$ cat src/rtl/idec_pkg.sv
package idec_pkg;
  localparam int OP_BITS = 5;

  typedef enum logic [1:0] {FMT_NONE = 2'd0, FMT_RI = 2'd1, FMT_RRI = 2'd2, FMT_RRR = 2'd3} fmt_e;

  typedef enum logic [2:0] {
    IMM_ZERO, IMM_SEXT8, IMM_ZEXT8, IMM_SEXT5, IMM_ZEXT5
  } imm_e;

  typedef enum logic [3:0] {
    ALU_NONE = 4'd0, ALU_ADD = 4'd1, ALU_SUB = 4'd2, ALU_MUL = 4'd3, ALU_DIV = 4'd4,
    ALU_AND = 4'd5, ALU_OR = 4'd6, ALU_SHL = 4'd7, ALU_SHR = 4'd8, ALU_ASR = 4'd9,
    ALU_NOT = 4'd10, ALU_PASS = 4'd11, ALU_IMM = 4'd12
  } alu_e;

  typedef enum logic [2:0] {
    BR_NONE = 3'd0, BR_POS = 3'd1, BR_NEG = 3'd2, BR_NZ = 3'd3, BR_Z = 3'd4,
    BR_ALWAYS = 3'd5, BR_CALL = 3'd6, BR_RET = 3'd7
  } br_e;

  // strobes from the control half to the field datapath
  typedef struct packed {
    fmt_e fmt;
    imm_e immSel;
  } fieldStrb_t;

  localparam logic [OP_BITS-1:0] OP_ADD = 5'd0,  OP_ADDI = 5'd1,  OP_SUB = 5'd2,  OP_SUBI = 5'd3;
  localparam logic [OP_BITS-1:0] OP_MUL = 5'd4,  OP_DIV = 5'd5,   OP_MOV = 5'd6,  OP_MOVI = 5'd7;
  localparam logic [OP_BITS-1:0] OP_AND = 5'd8,  OP_ANDI = 5'd9,  OP_OR = 5'd10,  OP_ORI = 5'd11;
  localparam logic [OP_BITS-1:0] OP_SHL = 5'd12, OP_SHR = 5'd13,  OP_NOT = 5'd14, OP_ASR = 5'd15;
  localparam logic [OP_BITS-1:0] OP_JPOS = 5'd16, OP_JNEG = 5'd17, OP_JNZ = 5'd18, OP_JZ = 5'd19;
  localparam logic [OP_BITS-1:0] OP_JMP = 5'd20, OP_NOP = 5'd21,  OP_CALL = 5'd22, OP_RET = 5'd23;
  localparam logic [OP_BITS-1:0] OP_IN = 5'd24,  OP_OUT = 5'd25,  OP_INT = 5'd26, OP_IRET = 5'd27;
  localparam logic [OP_BITS-1:0] OP_ST = 5'd28,  OP_LD = 5'd29,   OP_RST = 5'd30, OP_HALT = 5'd31;
endpackage

$ cat src/rtl/idec_fields.sv
module idec_fields
  import idec_pkg::*;
#(
  parameter int WORD_W = 16,
  parameter int REG_W  = 3,
  parameter int C2_W   = 8,
  parameter int C1_W   = 5
) (
  input  logic [WORD_W-1:0] instr,
  input  fieldStrb_t        strb,
  output logic [REG_W-1:0]  raIdx,
  output logic [REG_W-1:0]  rbIdx,
  output logic [REG_W-1:0]  rcIdx,
  output logic [WORD_W-1:0] immVal
);
  localparam int RA_LSB = WORD_W - OP_BITS - REG_W;
  localparam int RB_LSB = RA_LSB - REG_W;
  localparam int RC_LSB = RB_LSB - REG_W;

  logic [C2_W-1:0] c2;
  logic [C1_W-1:0] c1;

  assign c2 = instr[C2_W-1:0];
  assign c1 = instr[C1_W-1:0];

  always_comb begin
    raIdx = (strb.fmt != FMT_NONE) ? instr[RA_LSB +: REG_W] : '0;
    rbIdx = (strb.fmt == FMT_RRI || strb.fmt == FMT_RRR) ? instr[RB_LSB +: REG_W] : '0;
    rcIdx = (strb.fmt == FMT_RRR) ? instr[RC_LSB +: REG_W] : '0;
  end

  always_comb begin
    case (strb.immSel)
      IMM_SEXT8: immVal = {{(WORD_W-C2_W){c2[C2_W-1]}}, c2};
      IMM_ZEXT8: immVal = {{(WORD_W-C2_W){1'b0}}, c2};
      IMM_SEXT5: immVal = {{(WORD_W-C1_W){c1[C1_W-1]}}, c1};
      IMM_ZEXT5: immVal = {{(WORD_W-C1_W){1'b0}}, c1};
      default:   immVal = '0;
    endcase
  end
endmodule

$ cat src/rtl/idec_ctrl.sv
module idec_ctrl
  import idec_pkg::*;
#(
  parameter int REG_W = 3
) (
  input  logic [OP_BITS-1:0] opcode,
  input  logic [REG_W-1:0]   raField,
  output fieldStrb_t         strb,
  output logic [3:0]         aluOp,
  output logic               regWe,
  output logic [REG_W-1:0]   regDst,
  output logic               r0AuxWe,
  output logic               memRd,
  output logic               memWr,
  output logic               ioRd,
  output logic               ioWr,
  output logic [2:0]         brClass,
  output logic               haltFlag,
  output logic               resetFlag,
  output logic               intFlag,
  output logic               iretFlag,
  output logic               illegal
);
  alu_e aluSel;
  br_e  brSel;
  logic weRaw, auxRaw, mwRaw, iwRaw;

  always_comb begin
    strb.fmt    = FMT_NONE;
    strb.immSel = IMM_ZERO;
    aluSel = ALU_NONE;
    brSel  = BR_NONE;
    weRaw  = 1'b0;
    auxRaw = 1'b0;
    memRd  = 1'b0;
    mwRaw  = 1'b0;
    ioRd   = 1'b0;
    iwRaw  = 1'b0;
    haltFlag = 1'b0; resetFlag = 1'b0; intFlag = 1'b0; iretFlag = 1'b0;
    illegal = 1'b0;
    case (opcode)
      OP_ADD:  begin strb.fmt = FMT_RRR; aluSel = ALU_ADD; weRaw = 1'b1; end
      OP_SUB:  begin strb.fmt = FMT_RRR; aluSel = ALU_SUB; weRaw = 1'b1; end
      OP_MUL:  begin strb.fmt = FMT_RRR; aluSel = ALU_MUL; weRaw = 1'b1; auxRaw = 1'b1; end
      OP_DIV:  begin strb.fmt = FMT_RRR; aluSel = ALU_DIV; weRaw = 1'b1; auxRaw = 1'b1; end
      OP_AND:  begin strb.fmt = FMT_RRR; aluSel = ALU_AND; weRaw = 1'b1; end
      OP_OR:   begin strb.fmt = FMT_RRR; aluSel = ALU_OR;  weRaw = 1'b1; end
      OP_ADDI: begin strb.fmt = FMT_RRI; strb.immSel = IMM_SEXT5; aluSel = ALU_ADD; weRaw = 1'b1; end
      OP_SUBI: begin strb.fmt = FMT_RRI; strb.immSel = IMM_SEXT5; aluSel = ALU_SUB; weRaw = 1'b1; end
      OP_ANDI: begin strb.fmt = FMT_RRI; strb.immSel = IMM_ZEXT5; aluSel = ALU_AND; weRaw = 1'b1; end
      OP_ORI:  begin strb.fmt = FMT_RRI; strb.immSel = IMM_ZEXT5; aluSel = ALU_OR;  weRaw = 1'b1; end
      OP_SHL:  begin strb.fmt = FMT_RRI; strb.immSel = IMM_ZEXT5; aluSel = ALU_SHL; weRaw = 1'b1; end
      OP_SHR:  begin strb.fmt = FMT_RRI; strb.immSel = IMM_ZEXT5; aluSel = ALU_SHR; weRaw = 1'b1; end
      OP_ASR:  begin strb.fmt = FMT_RRI; strb.immSel = IMM_ZEXT5; aluSel = ALU_ASR; weRaw = 1'b1; end
      OP_LD:   begin strb.fmt = FMT_RRI; strb.immSel = IMM_SEXT5; aluSel = ALU_ADD; weRaw = 1'b1; memRd = 1'b1; end
      OP_ST:   begin strb.fmt = FMT_RRI; strb.immSel = IMM_SEXT5; aluSel = ALU_ADD; mwRaw = 1'b1; end
      OP_MOV:  begin strb.fmt = FMT_RRI; aluSel = ALU_PASS; weRaw = 1'b1; end
      OP_NOT:  begin strb.fmt = FMT_RRI; aluSel = ALU_NOT;  weRaw = 1'b1; end
      OP_CALL: begin strb.fmt = FMT_RRI; brSel = BR_CALL;   weRaw = 1'b1; end
      OP_MOVI: begin strb.fmt = FMT_RI; strb.immSel = IMM_SEXT8; aluSel = ALU_IMM; weRaw = 1'b1; end
      OP_IN:   begin strb.fmt = FMT_RI; strb.immSel = IMM_ZEXT8; weRaw = 1'b1; ioRd = 1'b1; end
      OP_OUT:  begin strb.fmt = FMT_RI; strb.immSel = IMM_ZEXT8; iwRaw = 1'b1; end
      OP_RET:  begin strb.fmt = FMT_RI; brSel = BR_RET; end
      OP_JPOS: begin strb.fmt = FMT_RI; strb.immSel = IMM_SEXT8; brSel = BR_POS; end
      OP_JNEG: begin strb.fmt = FMT_RI; strb.immSel = IMM_SEXT8; brSel = BR_NEG; end
      OP_JNZ:  begin strb.fmt = FMT_RI; strb.immSel = IMM_SEXT8; brSel = BR_NZ; end
      OP_JZ:   begin strb.fmt = FMT_RI; strb.immSel = IMM_SEXT8; brSel = BR_Z; end
      OP_JMP:  begin strb.fmt = FMT_RI; strb.immSel = IMM_SEXT8; brSel = BR_ALWAYS; end
      OP_NOP:  ;
      OP_INT:  intFlag = 1'b1;
      OP_IRET: iretFlag = 1'b1;
      OP_RST:  resetFlag = 1'b1;
      OP_HALT: haltFlag = 1'b1;
      default: illegal = 1'b1;
    endcase
  end

  // an undefined opcode must never touch architectural state
  assign regWe   = weRaw & ~illegal;
  assign r0AuxWe = auxRaw & ~illegal;
  assign memWr   = mwRaw & ~illegal;
  assign ioWr    = iwRaw & ~illegal;
  assign regDst  = regWe ? raField : '0;
  assign aluOp   = aluSel;
  assign brClass = brSel;
endmodule

$ cat src/rtl/instr_decoder.sv
module instr_decoder
  import idec_pkg::*;
#(
  parameter int WORD_W = 16,
  parameter int REG_W  = 3,
  parameter int C2_W   = 8,
  parameter int C1_W   = 5
) (
  input  logic [WORD_W-1:0]  instr,
  output logic [OP_BITS-1:0] opcode,
  output logic [1:0]         fmtCode,
  output logic [REG_W-1:0]   raIdx,
  output logic [REG_W-1:0]   rbIdx,
  output logic [REG_W-1:0]   rcIdx,
  output logic [WORD_W-1:0]  immVal,
  output logic [3:0]         aluOp,
  output logic               regWe,
  output logic [REG_W-1:0]   regDst,
  output logic               r0AuxWe,
  output logic               memRd,
  output logic               memWr,
  output logic               ioRd,
  output logic               ioWr,
  output logic [2:0]         brClass,
  output logic               haltFlag,
  output logic               resetFlag,
  output logic               intFlag,
  output logic               iretFlag,
  output logic               illegal
);
  localparam int OP_LSB = WORD_W - OP_BITS;
  localparam int RA_LSB = OP_LSB - REG_W;

  fieldStrb_t strb;

  assign opcode  = instr[OP_LSB +: OP_BITS];
  assign fmtCode = strb.fmt;

  idec_ctrl #(.REG_W(REG_W)) ctrl_i (
    .opcode(opcode), .raField(instr[RA_LSB +: REG_W]), .strb(strb),
    .aluOp(aluOp), .regWe(regWe), .regDst(regDst), .r0AuxWe(r0AuxWe),
    .memRd(memRd), .memWr(memWr), .ioRd(ioRd), .ioWr(ioWr), .brClass(brClass),
    .haltFlag(haltFlag), .resetFlag(resetFlag), .intFlag(intFlag),
    .iretFlag(iretFlag), .illegal(illegal)
  );

  idec_fields #(.WORD_W(WORD_W), .REG_W(REG_W), .C2_W(C2_W), .C1_W(C1_W)) fields_i (
    .instr(instr), .strb(strb), .raIdx(raIdx), .rbIdx(rbIdx), .rcIdx(rcIdx),
    .immVal(immVal)
  );
endmodule

$ cat config.mk
export PLATFORM = sky130hd
export DESIGN_NAME = instr_decoder
export DESIGN_NICKNAME = d
export VERILOG_FILES = /design/src/rtl/idec_pkg.sv /design/src/rtl/idec_fields.sv /design/src/rtl/idec_ctrl.sv /design/src/rtl/instr_decoder.sv
export SDC_FILE = /design/constraint.sdc
export NUM_CORES = 1
export LEC_CHECK = 0
export ABC_AREA = 1
export ABC_CLOCK_PERIOD_IN_PS = 2240
export CORE_MARGIN = 3
export CORE_UTILIZATION = 31
export DETAILED_ROUTE_END_ITERATION = 10
export PLACE_DENSITY = 0.86
export SLEW_MARGIN = 20
export SYNTH_ARGS = -nofsm -noshare
export SYNTH_HDL_FRONTEND = slang
export SYNTH_HIERARCHICAL = 1
export SYNTH_SLANG_ARGS = --single-unit
$ cat constraint.sdc
create_clock -name vclk -period 2.24
set_clock_uncertainty 0.2 [all_clocks]
set_input_delay 0.448 -clock vclk [all_inputs]
set_output_delay 0.448 -clock vclk [all_outputs]
set_load 0.01 [all_outputs]
==> run summary, run 1 <==
post-DR vias/cell - 5.68
remaining antenna violation count after routing - 0
crit path launch type - primary input
drt first pass iters - 4
Chip Width - 58.2 microns
first-pass GRT wire length - 7.36 mm
max capacitance violation total - 0
failing checks - setup timing
GR Overflow Total - 0
Global Route Usage Sum - 26.9%
Max Fclk - 0.367 GHz
Final Hold Viols - 0
Hold Path Class - in2out
CP peak stage delay - 0.22 ns
CP endpoint kind - primary output
# clk buffers - 0
pre-CTS setup slack - -1.16 ns
Simple-Gate Fraction of Synth Area - 56.8%
P per Cell Area - 249 nW/um^2
core area - 2540 sq um
Core Rows - 18
die area - 3390 sq um
Synth Area in XOR/XNOR - 0%
largest family of logic cells by synthesized area - simple AND/OR/NAND/NOR gates
synth-to-layout area growth - 184%
worst path required time - 1.59 ns
crit path cell chain - buf_8 -> buf_6 -> buf_4 -> nand3_2 -> inv_1 -> nor2_4 -> nand3_4 -> nor2_1 -> nand2_2 -> a21oi_2 -> buf_2
RSZ-0062 raised after global routing - yes
min Tclk post-route - 2.72 ns
initial antenna violation count - 0
CP Data Arrival Time - 2.07 ns
fill count - 74
Final Slew Violations - 0
layout cells sized above 1 - 69.0%
post-synthesis compound-gate area fraction - 12.3%
Unique masters post-synth - 23
Total Power - 600 uW
n_diodes - 0
syn nets - 189
Adder-Cell Fraction of Synth Area - 0%
final WL - 7.08 mm
Post-DP HPWL - 2.84 mm
DR DRC count - 0
Yosys warning total - 6
die height - 58.2 microns
Synth Instances - 173
initial DRC count - 179
status - complete, but fails checks
post-synthesis cell area - 846 sq um
Synth area leaders - nand2_1 15%, buf_4 13%, nor2_1 13%
vias in the first global route - 1668
Mapped Avg Cell Area - 4.89 sq um
cell with the largest stage delay on the worst path - a21oi_2
largest net degree at the start of global routing - 9
I/O Buffers - 68
routed vias - 1890
CP Class - in2out
final setup violation count - 38
FF/Latch Area - 0 sq um
flip-flop and latch count - 0
reported leakage power - 0.00132 uW
WHS - 1.14 ns
Boundary Pins - 69
Peak VDD IR - 0.000218 V
Seq/Total Area, Yosys - 0%
Final WS setup - -0.481 ns
nets - 321
footprint of the multi-input gates - 940 sq um
area leader, netlist - nand2_1
global placer's final weighted congestion - 0.895
period utilisation layout - 121%
CP Max Fanout - 5
Starting Density - 33.2%
top cell type's share of synthesized area - 14.6%
post-synthesis mux area share - 0%
drt wl/cell - 21.3 microns
-- through the flow --
step                TNS, ns  std cells  area (sq um)  utilization, %
floorplan            -0.489        173           893               -
global placement     -41.34        299          1820            71.5
detailed placement   -42.80        299          1820            71.5
CTS                   -5.74        315          1990            78.3
global route         -14.04        333          2410            94.5
finish               -11.56        333          2410            94.5
-- where the power goes --
group          leakage, uW  internal [uW]  switching [uW]
logic              0.00132            285             315
clock network            0              0               0
registers                0              0               0
-- critical path: cells and delay by family --
| family | cells | cell delay (ns) |
|---|---|---|
| AOI/OAI and AO/OA | 1 | 0.22 |
| buffers and inverters | 5 | 0.61 |
| and+or+nand+nor | 5 | 0.79 |
-- routing by layer --
metal  vias up  global-route usage [%]  routed length (microns)
li1        792                       -                        -
met1       872                    27.9                     2380
met2       167                    53.5                     3520
met3        59                    2.45                      576
met4         0                    11.6                      603
met5         -                       0                        0
-- layout make-up --
cell class	instances	area share, %
inverter	36	6.14
multi-input combinational	120	39.1
tap	30	1.56
timing repair buffer	146	52.9
timing repair inverter	1	0.312
-- synth_stat cells (2+ instances only) --
| master | n |
|---|---|
| nand3_1 | 17 |
| nor3_1 | 4 |
| inv_1 | 28 |
| nand2_1 | 33 |
| nand4_1 | 6 |
| o211ai_1 | 2 |
| buf_4 | 15 |
| a21oi_1 | 8 |
| inv_2 | 8 |
| nand2_4 | 2 |
| buf_2 | 2 |
| nor2_1 | 29 |
| nand2_2 | 3 |
| o21ai_0 | 4 |
| nor2_2 | 2 |
| nor2_4 | 3 |
-- worst paths after layout --
kind	depth (start not counted)	startpoint	slack, ns	to
hold / removal	5	instr[11]	1.14	resetFlag
setup / recovery	11	instr[11]	-0.48	immVal[2]
-- cell families after synthesis --
group / Yosys count
compound gates: 18
buf+inv: 53
other cells: 1
simple gates: 101
-- timing repair --
| action | in CTS | in global routing |
|---|---|---|
| setup buffers | 17 | 20 |
| resized for setup | 237 | 86 |
| cloned | 1 | 0 |
| hold buffers | 0 | 0 |
| pin swaps | 31 | 40 |
| endpoints found under the setup margin | 50 | 41 |
-- cells in the final DEF, fill, tap and decap left out, drive strengths merged, types with 2 or more instances in the layout --
cell,Yosys,routed
nand2,38,38
dlygate4sd2,0,4
inv,36,36
nand3,18,18
nor2,34,34
buf,17,120
o211ai,2,2
nor3,4,4
o21ai,5,5
clkbuf,0,3
clkdlybuf4s50,0,17
nand4,6,6
a21oi,8,8
(Power assumes the default switching activity.)
==> run 2, diff against run 1 <==
--- a/config.mk
+++ b/config.mk
@@ -7,7 +7,7 @@
 export LEC_CHECK = 0
 export ABC_AREA = 1
 export ABC_CLOCK_PERIOD_IN_PS = 2240
-export CORE_MARGIN = 3
+export CORE_MARGIN = 2
 export CORE_UTILIZATION = 31
 export DETAILED_ROUTE_END_ITERATION = 10
 export PLACE_DENSITY = 0.86
==> run 2 against run 1 <==
  * The flow still finishes with violations (setup timing)
  * Clock-buffer cell count unchanged
  * First-iteration DRC count down 0.56%
  * Global-route usage grew 6.1 points
  * Final area did not move
  * Via count rose by 5.1%
  * Die area shrank 6.8%
  * Fmax grew 1.8%
  * Non-clock buffer count fell by 5
  * Hold slack better by 0.049 ns
  * Wire length rose by 4.2%
  * Final cell count down 1.5%
  * Utilization up 0.84 points
  * Largest power group unchanged
==> run summary, run 2 (synthesis results as in run 1) <==
status - complete, but fails checks (unchanged)
failing checks - setup timing (unchanged)
Core Rows - 18 (unchanged)
largest net degree at the start of global routing - 9 (unchanged)
Boundary Pins - 69 (unchanged)
Chip Width - 56.2 microns (was 58.2 microns)
leading cell type in the layout, fill and taps excluded - buf_4 (unchanged)
CP delay by family, top - simple AND/OR/NAND/NOR gates (unchanged)
GR Overflow Total - 0 (unchanged)
drt first pass iters - 4 (unchanged)
max capacitance violation total - 0 (unchanged)
remaining antenna violation count after routing - 0 (unchanged)
crit path launch type - primary input (unchanged)
hold_sp - instr[11] (unchanged)
Final WS setup - -0.432 ns (was -0.481 ns)
pre-CTS setup slack - -1.14 ns (was -1.16 ns)
# clk buffers - 0 (unchanged)
die area - 3160 sq um (was 3390 sq um)
Starting Density - 33.5% (was 33.2%)
CP Launch Point - instr[14] (was instr[11])
worst path required time - 1.59 ns (about the same)
final setup violation count - 38 (unchanged)
CP Data Arrival Time - 2.02 ns (was 2.07 ns)
die height - 56.2 microns (was 58.2 microns)
cell with the largest stage delay on the worst path - nor2_4 (was a21oi_2)
final WL - 7.37 mm (was 7.08 mm)
Post-DP HPWL - 2.84 mm (about the same)
global placer's final weighted congestion - 0.906 (was 0.895)
synth-to-layout area growth - 184% (unchanged)
nets - 316 (was 321)
routed vias - 1986 (was 1890)
CP Max Fanout - 6 (was 5)
fin cells - 328 (was 333)
post-DR vias/cell - 6.05 (was 5.68)
core area - 2520 sq um (was 2540 sq um)
CP Class - in2out (unchanged)
RSZ-0062 raised after global routing - yes (unchanged)
vias in the first global route - 1825 (was 1668)
DR DRC count - 0 (unchanged)
Peak VDD IR - 0.000236 V (was 0.000218 V)
P per Cell Area - 258 nW/um^2 (was 249 nW/um^2)
n_diodes - 0 (unchanged)
CP peak stage delay - 0.26 ns (was 0.22 ns)
drt wl/cell - 22.5 microns (was 21.3 microns)
I/O Buffers - 68 (unchanged)
worst path buffer plus inverter count - 4 (was 5)
Placed Instances - 300 (was 299)
Global Route Usage Sum - 33.0% (was 26.9%)
Final Slew Violations - 0 (unchanged)
reported leakage power - 0.00134 uW (was 0.00132 uW)
initial DRC count - 178 (was 179)
most frequent cells in the layout - 48 x buf_4, 42 x buf_6, 19 x inv_1, 18 x buf_2, 17 x clkdlybuf4s50_1 (was 55 x buf_4, 38 x buf_6, 23 x buf_2, 22 x inv_1, 19 x nand2_2)
fill count - 63 (was 74)
Final Hold Viols - 0 (unchanged)
period utilisation layout - 119% (was 121%)
layout cells sized above 1 - 66.4% (was 69.0%)
CP endpoint kind - primary output (unchanged)
FF/Latch Area - 0 sq um (unchanged)
first-pass GRT wire length - 8.52 mm (was 7.36 mm)
crit path cell chain - buf_12 -> buf_6 -> nor2_4 -> nand3_1 -> buf_4 -> nand2_1 -> nor2_1 -> nand2_1 -> nor2_4 -> nor2_1 -> buf_2 (was buf_8 -> buf_6 -> buf_4 -> nand3_2 -> inv_1 -> nor2_4 -> nand3_4 -> nor2_1 -> nand2_2 -> a21oi_2 -> buf_2)
min Tclk post-route - 2.67 ns (was 2.72 ns)
Hold Path Class - in2out (unchanged)
flip-flop and latch count - 0 (unchanged)
Max Fclk - 0.374 GHz (was 0.367 GHz)
initial antenna violation count - 0 (unchanged)
-- run 2: through the flow --
| step | setup TNS [ns] | hold WS [ns] | utilization [%] | instance area, sq um | total power [uW] |
|---|---|---|---|---|---|
| global placement | -42.09 | 1.64 | 72.0 | 1820 | 416 |
| detailed placement | -43.99 | 1.66 | 72.0 | 1820 | 422 |
| global route | -11.94 | 1.20 | 95.4 | 2410 | 635 |
| CTS | -2.84 | 1.23 | 84.4 | 2130 | 483 |
| finish | -10.95 | 1.19 | 95.4 | 2410 | 620 |
| floorplan | -0.489 | 0.781 | - | 893 | 200 |
-- run 2: per-layer routing --
metal,track usage [%],part of all wire [%],vias to the layer above
met5,0,0,-
met4,22.1,9.3,0
met3,6.98,8.5,71
met2,58.7,48,196
met1,34.2,35,932
li1,-,-,787
-- run 2: tightest hold or removal path: stages --
cell	delay (ns)
buf_8	0.09
inv_2	0.06
nand2_1	0.11
nor3_1	0.06
dlymetal6s2s_1	0.17
-- run 2: worst paths after layout --
kind	cells after the start	slack [ns]	end
setup / recovery	11	-0.43	regDst[2]
hold / removal	5	1.19	resetFlag
-- run 2: final cells by class --
type | instances | area (sq um) | area share [%]
repair buffers | 141 | 1280 | 53.1
well taps | 30 | 37.5 | 1.56
inverters | 36 | 145 | 6.03
repair inverters | 1 | 7.51 | 0.312
multi-input cells | 120 | 937 | 38.9
-- run 2: power by group --
group / internal [uW] / switching, uW
combinational: 293 / 327
clock: 0 / 0
sequential: 0 / 0
total: 293 / 327
-- run 2: repair_timing --
item | 4_1_cts | 5_1_grt
setup endpoints to repair | 52 | 40
endpoints found under the hold margin | 0 | 0
buffers inserted | 23 | 5
pin swaps | 28 | 21
cloned | 1 | 0
gates resized for setup | 260 | 68
hold buffers | 0 | 0
==> run 3, diff against run 2 <==
--- a/config.mk
+++ b/config.mk
@@ -11,6 +11,7 @@
 export CORE_UTILIZATION = 31
 export DETAILED_ROUTE_END_ITERATION = 10
 export PLACE_DENSITY = 0.86
+export REMOVE_ABC_BUFFERS = 1
 export SLEW_MARGIN = 20
 export SYNTH_ARGS = -nofsm -noshare
 export SYNTH_HDL_FRONTEND = slang
==> run 3 against run 2 <==
  * The run now fails in global routing (5_1_grt)
  * Synthesized cell count stayed put
  * Synthesized area unchanged
==> run summary, run 3 <==
status - did not finish (was complete, but fails checks)
Failed at - global routing (5_1_grt)
Error - [ERROR DPL-0038] Utilization greater than 100%, impossible to legalize
Unique masters post-synth - 23 (unchanged)
top-count cell post-synth - nand2_1 (unchanged)
I/O Buffers - 68 (unchanged)
Yosys warning total - 6 (unchanged)
Post-DP HPWL - 3.03 mm (was 2.84 mm)
Placed Instances - 309 (was 300)
Synth Instances - 173 (unchanged)
GRT worst endpoint - immVal[2]
Worst EP Category - primary output
top cell type's share of synthesized area - 14.6% (unchanged)
Seq/Total Area, Yosys - 0% (unchanged)
global placer's final weighted congestion - 0.915 (was 0.906)
Chip Width - 56.2 microns (unchanged)
Starting Density - 33.5% (unchanged)
post-synthesis cell area - 846 sq um (unchanged)
Core Rows - 18 (unchanged)
Post-DP Area - 1850 sq um (was 1820 sq um)
Mapped Avg Cell Area - 4.89 sq um (unchanged)
Synth area leaders - nand2_1 15%, buf_4 13%, nor2_1 13% (unchanged)
Boundary Pins - 69 (unchanged)
die height - 56.2 microns (unchanged)
area leader, netlist - nand2_1 (unchanged)
largest net degree at the start of global routing - 13
cts hold-fix bufs - 0 (unchanged)
Commonest cells post-synth - 33 x nand2_1, 29 x nor2_1, 28 x inv_1 (unchanged)
==> run 3: metrics by stage <==
step                setup slack (ns)  setup TNS, ns  util (%)
floorplan                     -0.258          -2.07         -
global placement               -1.12         -43.64      73.5
detailed placement             -1.15         -44.68      73.5
CTS                           -0.223          -4.50      83.9
==> run 3: timing repair <==
action                     4_1_cts
buffers inserted                13
cloned                           0
pin swaps                       31
resized for setup              277
setup endpoints to repair       49
==> run 3: cell families after synthesis <==
group | after synthesis | share of synthesized area [%]
AOI/OAI and AO/OA | 18 | 12.3
other | 1 | 0.443
buffers and inverters | 53 | 30.5
and+or+nand+nor | 101 | 56.8
==> run 4, diff against run 3 <==
--- a/config.mk
+++ b/config.mk
@@ -6,11 +6,11 @@
 export NUM_CORES = 1
 export LEC_CHECK = 0
 export ABC_AREA = 1
-export ABC_CLOCK_PERIOD_IN_PS = 2240
-export CORE_MARGIN = 2
-export CORE_UTILIZATION = 31
+export ABC_CLOCK_PERIOD_IN_PS = 2900
+export CORE_AREA = 2 2 63 65
 export DETAILED_ROUTE_END_ITERATION = 10
-export PLACE_DENSITY = 0.86
+export DIE_AREA = 0 0 65 67
+export PLACE_DENSITY_LB_ADDON = 0.15
 export REMOVE_ABC_BUFFERS = 1
 export SLEW_MARGIN = 20
 export SYNTH_ARGS = -nofsm -noshare
==> constraint.sdc (replaced) <==
create_clock -name vclk -period 2.9
set_clock_uncertainty 0.2 [all_clocks]
set_input_delay 0.58 -clock vclk [all_inputs]
set_output_delay 0.58 -clock vclk [all_outputs]
set_load 0.01 [all_outputs]
==> run 4 against run 3 <==
  * The run now ends clean
==> run summary, run 4 (synthesis results as in run 1) <==
initial DRC count - 32
DR DRC count - 0
Starting Density - 23.5% (was 33.5%)
largest net degree at the start of global routing - 11
setup TNS - 0 ns
remaining antenna violation count after routing - 0
min Tclk post-route - 2.85 ns
Final Hold Viols - 0
crit path launch type - primary input
Final Slew Violations - 0
Max Fclk - 0.351 GHz
final WL - 3.69 mm
period utilisation layout - 98.3%
CP Data Arrival Time - 2.07 ns
first-pass GRT wire length - 5.76 mm
M1 GR Usage - 22.5%
status - completed (was did not finish)
CP endpoint kind - primary output
I/O Buffers - 68 (unchanged)
P per Cell Area - 166 nW/um^2
Peak VDD IR - 0.0000727 V
WHS - 1.56 ns
max capacitance violation total - 0
Chip Width - 65 microns (was 56.2 microns)
GR Layer Usage met2 - 29.8%
flip-flop and latch count - 0
FF/Latch Area - 0 sq um
worst path required time - 2.12 ns
RSZ-0062 raised after global routing - yes
Global Route Usage Sum - 16.2%
die area - 4360 sq um
global placer's final weighted congestion - 0.868 (was 0.915)
leading cell type in the layout, fill and taps excluded - buf_4
routed vias - 1442
core area - 3610 sq um
Core Util, Final - 54.2%
CP Class - in2out
CP Max Fanout - 4
post-DR vias/cell - 4.30
nets - 305
initial antenna violation count - 0
drt first pass iters - 4
most frequent cells in the layout - 57 x buf_4, 28 x inv_1, 25 x nand2_1, 25 x clkdlybuf4s50_1, 24 x nor2_1
Core Rows - 22 (was 18)
layout cells sized above 1 - 49.5%
final setup violation count - 0
grt peak-use layer - met2
Boundary Pins - 69 (unchanged)
Hold Path Class - in2out
Total Power - 324 uW
drt wl/cell - 11.0 microns
GR Overflow Total - 0
die height - 67 microns (was 56.2 microns)
met3 global-route usage - 0%
synth-to-layout area growth - 131%
Post-DP HPWL - 3.02 mm (was 3.03 mm)
reported leakage power - 0.00115 uW
n_diodes - 0
# clk buffers - 0
vias in the first global route - 1262
cts hold-fix bufs - 0 (unchanged)
run 4: layout make-up:
| class | instances | area [sq um] |
|---|---|---|
| Fill cell | 399 | 1650 |
| Timing Repair Buffer | 131 | 1020 |
| Multi-Input combinational cell | 120 | 738 |
| Inverter | 36 | 138 |
| Tap cell | 48 | 60.1 |
run 4: worst paths after layout:
path	start	to	slack, ns	cells after the start
setup / recovery	instr[11]	immVal[6]	0.05	11
hold / removal	instr[0]	immVal[0]	1.56	4
run 4: layer usage:
layer | share of wire [%] | up-vias
met1 | 45 | 642
li1 | - | 762
met2 | 50 | 36
met3 | 4.7 | 2
met5 | 0 | -
met4 | 0.51 | 0
run 4: per-stage QoR:
step                      setup WS [ns]  instance area, sq um  std cells
final                            0.0502                  1950        335
after global routing            -0.0763                  1950        335
after CTS                       -0.0693                  1940        332
after detailed placement         -0.745                  1890        329
after global placement           -0.729                  1890        329
after floorplan                   0.138                   723        156
run 4: what timing repair did:
| item | in CTS | in global routing |
|---|---|---|
| endpoints found under the setup margin | 47 | 33 |
| setup buffers | 3 | 3 |
| pin swaps | 12 | 13 |
| gates resized for setup | 93 | 67 |
run 4: where the power goes:
part / internal (uW) / switching [uW]
Combinational: 159 / 166
Sequential: 0 / 0
Clock: 0 / 0
Total: 159 / 166
run 4: worst max-delay path, stage by stage:
cell and delay (ns):
clkdlybuf4s15_2 0.20, buf_6 0.13, nor2_4 0.11, nand2_1 0.10
o21ai_2 0.16, nor2_2 0.08, nand3_2 0.08, nand4_1 0.14
buf_4 0.17, nand2_1 0.05, dlygate4sd2_1 0.26
